[config.mk]
export PLATFORM = sky130hd
export DESIGN_NAME = fgpio_port
export DESIGN_NICKNAME = d
export VERILOG_FILES = /design/src/rtl/fgpio_pkg.sv /design/src/rtl/fgpio_sync.sv /design/src/rtl/fgpio_regs.sv /design/src/rtl/fgpio_rdmux.sv /design/src/rtl/fgpio_port.sv
export SDC_FILE = /design/constraint.sdc
export NUM_CORES = 1
export LEC_CHECK = 0
export BUFFER_PORTS_ARGS = -buffer_cell sky130_fd_sc_hd__buf_2
export CORE_MARGIN = 2
export CORE_UTILIZATION = 50
export DETAILED_ROUTE_END_ITERATION = 8
export PLACE_DENSITY_LB_ADDON = 0.2
export RECOVER_POWER = 25
export SLEW_MARGIN = 15
export SYNTH_ARGS = -nofsm -noshare
export SYNTH_HDL_FRONTEND = slang
export SYNTH_SLANG_ARGS = --single-unit
[constraint.sdc]
create_clock -name clk -period 4 [get_ports clk]
set_clock_uncertainty 0.15 [all_clocks]
set_input_delay 0.8 -clock clk [delete_from_list [all_inputs] [get_ports clk]]
set_output_delay 0.8 -clock clk [all_outputs]
set_load 0.02 [all_outputs]
[src/rtl/fgpio_pkg.sv]
package fgpio_pkg;
  localparam int REG_W = 16;

  // Merge a 16-bit write into old contents; be2[1] selects bits 15:8.
  function automatic logic [REG_W-1:0] lane_merge(input logic [REG_W-1:0] old_v,
                                                  input logic [REG_W-1:0] wr_v,
                                                  input logic [1:0] be2);
    logic [REG_W-1:0] keep;
    keep = {{8{~be2[1]}}, {8{~be2[0]}}};
    return (old_v & keep) | (wr_v & ~keep);
  endfunction

  // Bits selected for an alias operation: write ones in enabled bytes.
  function automatic logic [REG_W-1:0] lane_mask(input logic [REG_W-1:0] wr_v,
                                                 input logic [1:0] be2);
    return wr_v & {{8{be2[1]}}, {8{be2[0]}}};
  endfunction

  // Read-back: latch for outputs, synchronized pin for inputs.
  function automatic logic [REG_W-1:0] data_view(input logic [REG_W-1:0] dir_v,
                                                 input logic [REG_W-1:0] latch_v,
                                                 input logic [REG_W-1:0] pin_v);
    return (dir_v & latch_v) | (~dir_v & pin_v);
  endfunction
endpackage

[src/rtl/fgpio_sync.sv]
module fgpio_sync #(
  parameter int W      = 16,
  parameter int STAGES = 2
) (
  input  logic         clk,
  input  logic         rst,
  input  logic [W-1:0] d,
  output logic [W-1:0] q
);
  logic [W-1:0] st [STAGES];

  generate
    for (genvar s = 0; s < STAGES; s++) begin : g_stage
      if (s == 0) begin : g_first
        always_ff @(posedge clk) begin
          if (rst) st[s] <= '0;
          else     st[s] <= d;
        end
      end else begin : g_next
        always_ff @(posedge clk) begin
          if (rst) st[s] <= '0;
          else     st[s] <= st[s-1];
        end
      end
    end
  endgenerate

  assign q = st[STAGES-1];
endmodule

[src/rtl/fgpio_regs.sv]
module fgpio_regs
  import fgpio_pkg::*;
(
  input  logic             clk,
  input  logic             rst,
  input  logic             wr_en,
  input  logic [1:0]       word,
  input  logic [3:0]       be,
  input  logic [31:0]      wdata,
  output logic [REG_W-1:0] dir_q,
  output logic [REG_W-1:0] data_q,
  output logic [REG_W-1:0] enb_q,
  output logic             wr_clr,
  output logic             wr_set,
  output logic             wr_tog,
  output logic             wr_void
);
  logic [1:0]       hi_be, lo_be;
  logic [REG_W-1:0] hi_d, lo_d, lo_mask;
  logic             hi_any, lo_any;
  logic             wr_dir, wr_data, wr_enb;

  assign hi_be   = be[3:2];
  assign lo_be   = be[1:0];
  assign hi_d    = wdata[31:16];
  assign lo_d    = wdata[15:0];
  assign hi_any  = |hi_be;
  assign lo_any  = |lo_be;
  assign lo_mask = lane_mask(lo_d, lo_be);

  assign wr_dir  = wr_en && (word == 2'd0) && hi_any;
  assign wr_data = wr_en && (word == 2'd0) && lo_any;
  assign wr_enb  = wr_en && (word == 2'd1) && hi_any;
  assign wr_clr  = wr_en && (word == 2'd1) && lo_any;
  assign wr_set  = wr_en && (word == 2'd2) && lo_any;
  assign wr_tog  = wr_en && (word == 2'd3) && lo_any;
  assign wr_void = wr_en && word[1] && hi_any;

  always_ff @(posedge clk) begin
    if (rst) begin
      dir_q  <= '0;
      data_q <= '0;
      enb_q  <= '0;
    end else begin
      if (wr_dir) dir_q <= lane_merge(dir_q, hi_d, hi_be);
      if (wr_enb) enb_q <= lane_merge(enb_q, hi_d, hi_be);
      if (wr_data)     data_q <= lane_merge(data_q, lo_d, lo_be);
      else if (wr_clr) data_q <= data_q & ~lo_mask;
      else if (wr_set) data_q <= data_q | lo_mask;
      else if (wr_tog) data_q <= data_q ^ lo_mask;
    end
  end
endmodule

[src/rtl/fgpio_rdmux.sv]
module fgpio_rdmux
  import fgpio_pkg::*;
(
  input  logic [1:0]       word,
  input  logic [REG_W-1:0] dir_q,
  input  logic [REG_W-1:0] data_q,
  input  logic [REG_W-1:0] enb_q,
  input  logic [REG_W-1:0] pin_sync,
  output logic [31:0]      rd_word
);
  logic [REG_W-1:0] hi_v;

  always_comb begin
    hi_v = (word == 2'd1) ? enb_q : dir_q;
    rd_word = {hi_v, data_view(dir_q, data_q, pin_sync)};
  end
endmodule

[src/rtl/fgpio_port.sv]
module fgpio_port
  import fgpio_pkg::*;
#(
  parameter int SYNC_STAGES = 2
) (
  input  logic             clk,
  input  logic             rst,
  input  logic             req_valid,
  input  logic             req_write,
  input  logic [1:0]       req_word,
  input  logic [3:0]       req_be,
  input  logic [31:0]      req_wdata,
  output logic             rsp_ready,
  output logic [31:0]      rsp_rdata,
  input  logic [REG_W-1:0] pin_in,
  output logic [REG_W-1:0] pin_out,
  output logic [REG_W-1:0] pin_oe
);
  logic [REG_W-1:0] dir_q, data_q, enb_q, pin_sync;
  logic             wr_clr, wr_set, wr_tog, wr_void;
  logic [31:0]      rd_word;
  logic             wr_en;

  assign wr_en = req_valid && req_write;

  fgpio_sync #(.W(REG_W), .STAGES(SYNC_STAGES)) u_sync (
    .clk(clk), .rst(rst), .d(pin_in), .q(pin_sync)
  );

  fgpio_regs u_regs (
    .clk(clk), .rst(rst), .wr_en(wr_en), .word(req_word), .be(req_be),
    .wdata(req_wdata), .dir_q(dir_q), .data_q(data_q), .enb_q(enb_q),
    .wr_clr(wr_clr), .wr_set(wr_set), .wr_tog(wr_tog), .wr_void(wr_void)
  );

  fgpio_rdmux u_rd (
    .word(req_word), .dir_q(dir_q), .data_q(data_q), .enb_q(enb_q),
    .pin_sync(pin_sync), .rd_word(rd_word)
  );

  always_ff @(posedge clk) begin
    if (rst) begin
      rsp_ready <= 1'b0;
      rsp_rdata <= '0;
    end else begin
      rsp_ready <= req_valid;
      if (req_valid && !req_write) rsp_rdata <= rd_word;
    end
  end

  assign pin_out = data_q;
  assign pin_oe  = enb_q & dir_q;
endmodule

==> results.cfg <==
[flow_run]
maxCapViolations = 1

[critical_path]
critPathBufInv = 1
crit_required_ps = 4230
start_kind = input port
worstPathCellList = buf_2 -> nand4bb_1 -> o22ai_1 -> or3_1 -> a311oi_1
cp_max_fo = 22
critPathSlowestCell = nand4bb_1
crit_family = simple AND/OR/NAND/NOR gates
endpoint_kind = flop
crit_arrival_ps = 2790
max_stage_delay_ps = 800
timing_worst_setup_path_type = input port to flop

[yosys]
syn_inst = 608
ys_types = 34
synthesis.nets = 698
ys_seq_area_share_pct = 41.8
synthTopCellsByArea = dfxtp_1 42%, ha_1 7.4%, mux2i_1 6.5%
async_flop_share_pct = 0
ys_ff_latch = 113
yosys_warnings = 0
synth_top_area_share_pct = 41.8
netlist_area_um2 = 5420
yosysTopAreaCell = dfxtp_1
synth_enable_flop_cells = 0
avgSynthCellArea_um2 = 8.91
ys.flop_type = dfxtp_1

[global_route]
grt_remaining_overflow = 0
grt_pass1_vias = 4750
grt.total_usage_pct = 25.4
grt_max_degree = 94
antenna_found_initial = 0
grt_pass1_wl_mm = 23.1

[floorplanning]
pin_count = 123
core_um2 = 10700
start_util_pct = 50.6
die_w_um = 108
rows = 38
die-area_um2 = 11700
die_h_um = 108

[route]
vias = 4854
drc_errors = 0
drtPass1Iterations = 5
initialDrtViolationCount = 343
ant_nets = 0
post_drt_wl_per_cell_um = 16.8
finalWirelength_mm = 14.4
viasPerCell = 5.65

[sta]
relSlewSlack_pct = -26.2
period_needed_ps = 2560
maxSlewViolCount = 94
rsz0062_at_grt = false
max_freq_mhz = 391
worst_slack_ps = 1440
fin_crit_sh_pct = 63.9
setup-tns-final_ps = 0
timing.final.hold_violations = 0
setup_viol = 0
worst_slew_pin_slew_ps = 1890

[clock_network]
cts_sinks = 113
cts-resized-gates = 0
clk_path_buf_depth = 2
cts_hold_buf = 0
clkLatencyLatePin_ps = 510
numCtsBuffers = 17
cts_root_buf = clkbuf_8
cts_tree = yes
cts_setup_buffers = 0
htreeDepth = 4
path_clk_slew_ps = 50

[power_and_ir_drop]
p_total_mw = 3.20
power.density_nw_per_um2 = 480
leakagePower_nw = 2.88
worst_ir_drop_vdd_v = 0.000348

[run_status]
violations = capacitance limit, slew limit
status = finished with violations

[place]
dp_hpwl_mm = 9.61
preCtsSetupSlack_ps = 1060
gp_congestion = 0.806
numPortBuffers = 122
placed_area_um2 = 6030

[finish]
drive_above_1_share_pct = 22.7
postLayoutCoreUtil_pct = 62.2
fillers = 922
synthToLayoutAreaGrowth_pct = 22.8
diodes = 0
fin_area_um2 = 6650
num-nets-final = 797

[min_path]
hp-class = flop to flop
-- cells by family (layout without fill, tap and decap cells) --
family,Yosys count,count (layout),share of synthesized area (%)
buffers and inverters,76,187,6.35
flip-flops,113,113,41.8
multiplexers,35,35,6.47
AND/OR/NAND/NOR,225,225,20.0
AO/OA/AOI/OAI,127,127,18.0
adder cells (fa/ha/maj),32,32,7.39
-- where the power goes --
| part | internal, mW | leakage, nW | total (mW) | switching [mW] |
|---|---|---|---|---|
| clock | 1.10 | 0.312 | 1.61 | 0.509 |
| combinational | 0.147 | 1.64 | 0.373 | 0.226 |
| sequential | 1.18 | 0.926 | 1.21 | 0.0355 |
| total | 2.43 | 2.88 | 3.20 | 0.770 |
-- cells in the mapped netlist (3+ instances only) --
library cell  number
a31oi_1            3
or3_1              7
nor2_1            62
inv_1             26
o21ai_1            3
clkbuf_1          20
a311oi_1          26
buf_6              3
a21oi_1           16
and2_1            16
buf_4              5
o22ai_1           22
nand2_1           67
nand3_1           23
o32ai_1           23
nand3b_1           6
dfxtp_1          113
o211a_1            4
ha_1              32
nor2b_1           35
a211oi_1          22
mux2i_1           35
buf_1              8
buf_2             14
o32a_1             6
-- cells in the final DEF (no fill, tap or decap), types with 7 or more instances in the layout --
| cell type | count |
|---|---|
| a211oi_1 | 22 |
| a21oi_1 | 16 |
| a311oi_1 | 26 |
| and2_1 | 16 |
| buf_2 | 121 |
| buf_4 | 7 |
| clkbuf_16 | 16 |
| dfxtp_1 | 113 |
| ha_1 | 32 |
| inv_1 | 26 |
| mux2i_1 | 35 |
| nand2_1 | 67 |
| nand3_1 | 23 |
| nor2_1 | 62 |
| nor2b_1 | 34 |
| o22ai_1 | 22 |
| o32ai_1 | 23 |
| or3_1 | 7 |
-- layer usage --
metal / GRT usage, % / routed length (µm) / vias up / share of wire [%]
met3: 6.03 / 917 / 31 / 6.4
met2: 44.1 / 7080 / 191 / 49
li1: - / - / 2376 / -
met1: 30.2 / 6110 / 2256 / 42
met5: 0 / 0 / - / 0
met4: 10.1 / 323 / 0 / 2.2
-- final cells by class --
class                   count  area (µm²)  share of cell area (%)
repair buffers            130         667                    10.0
well taps                 140         175                    2.63
flip-flops and latches    113        2260                    34.0
multi-input cells         419        2820                    42.4
clock buffers              21         449                    6.75
inverters                  26        97.6                    1.47
clock inverters            10         183                    2.75
-- metrics by stage --
step           cells  hold slack [ps]
6_report         859              288
3_3_place_gp     828              266
3_5_place_dp     828              274
4_1_cts          859              290
2_1_floorplan    608              264
5_1_grt          859              305
-- worst register-to-register path: stages (launching register included) --
cell,delay [ps]
dfxtp_1,450
inv_1,80
ha_1,330
o22ai_1,90
or3_1,390
a311oi_1,270
-- final timing paths --
kind / startpoint / to / slack [ps] / cells after the start
setup / recovery: req_word[1] / flop / 1440 / 5
hold / removal: u_sync.st[0][15]$_SDFF_PP0_ / u_sync.st[1][15]$_SDFF_PP0_ / 290 / 1
setup reg to reg: flop / flop / 2120 / 5
hold reg to reg: u_sync.st[0][15]$_SDFF_PP0_ / u_sync.st[1][15]$_SDFF_PP0_ / 290 / 1
(Power assumes the default switching activity.)
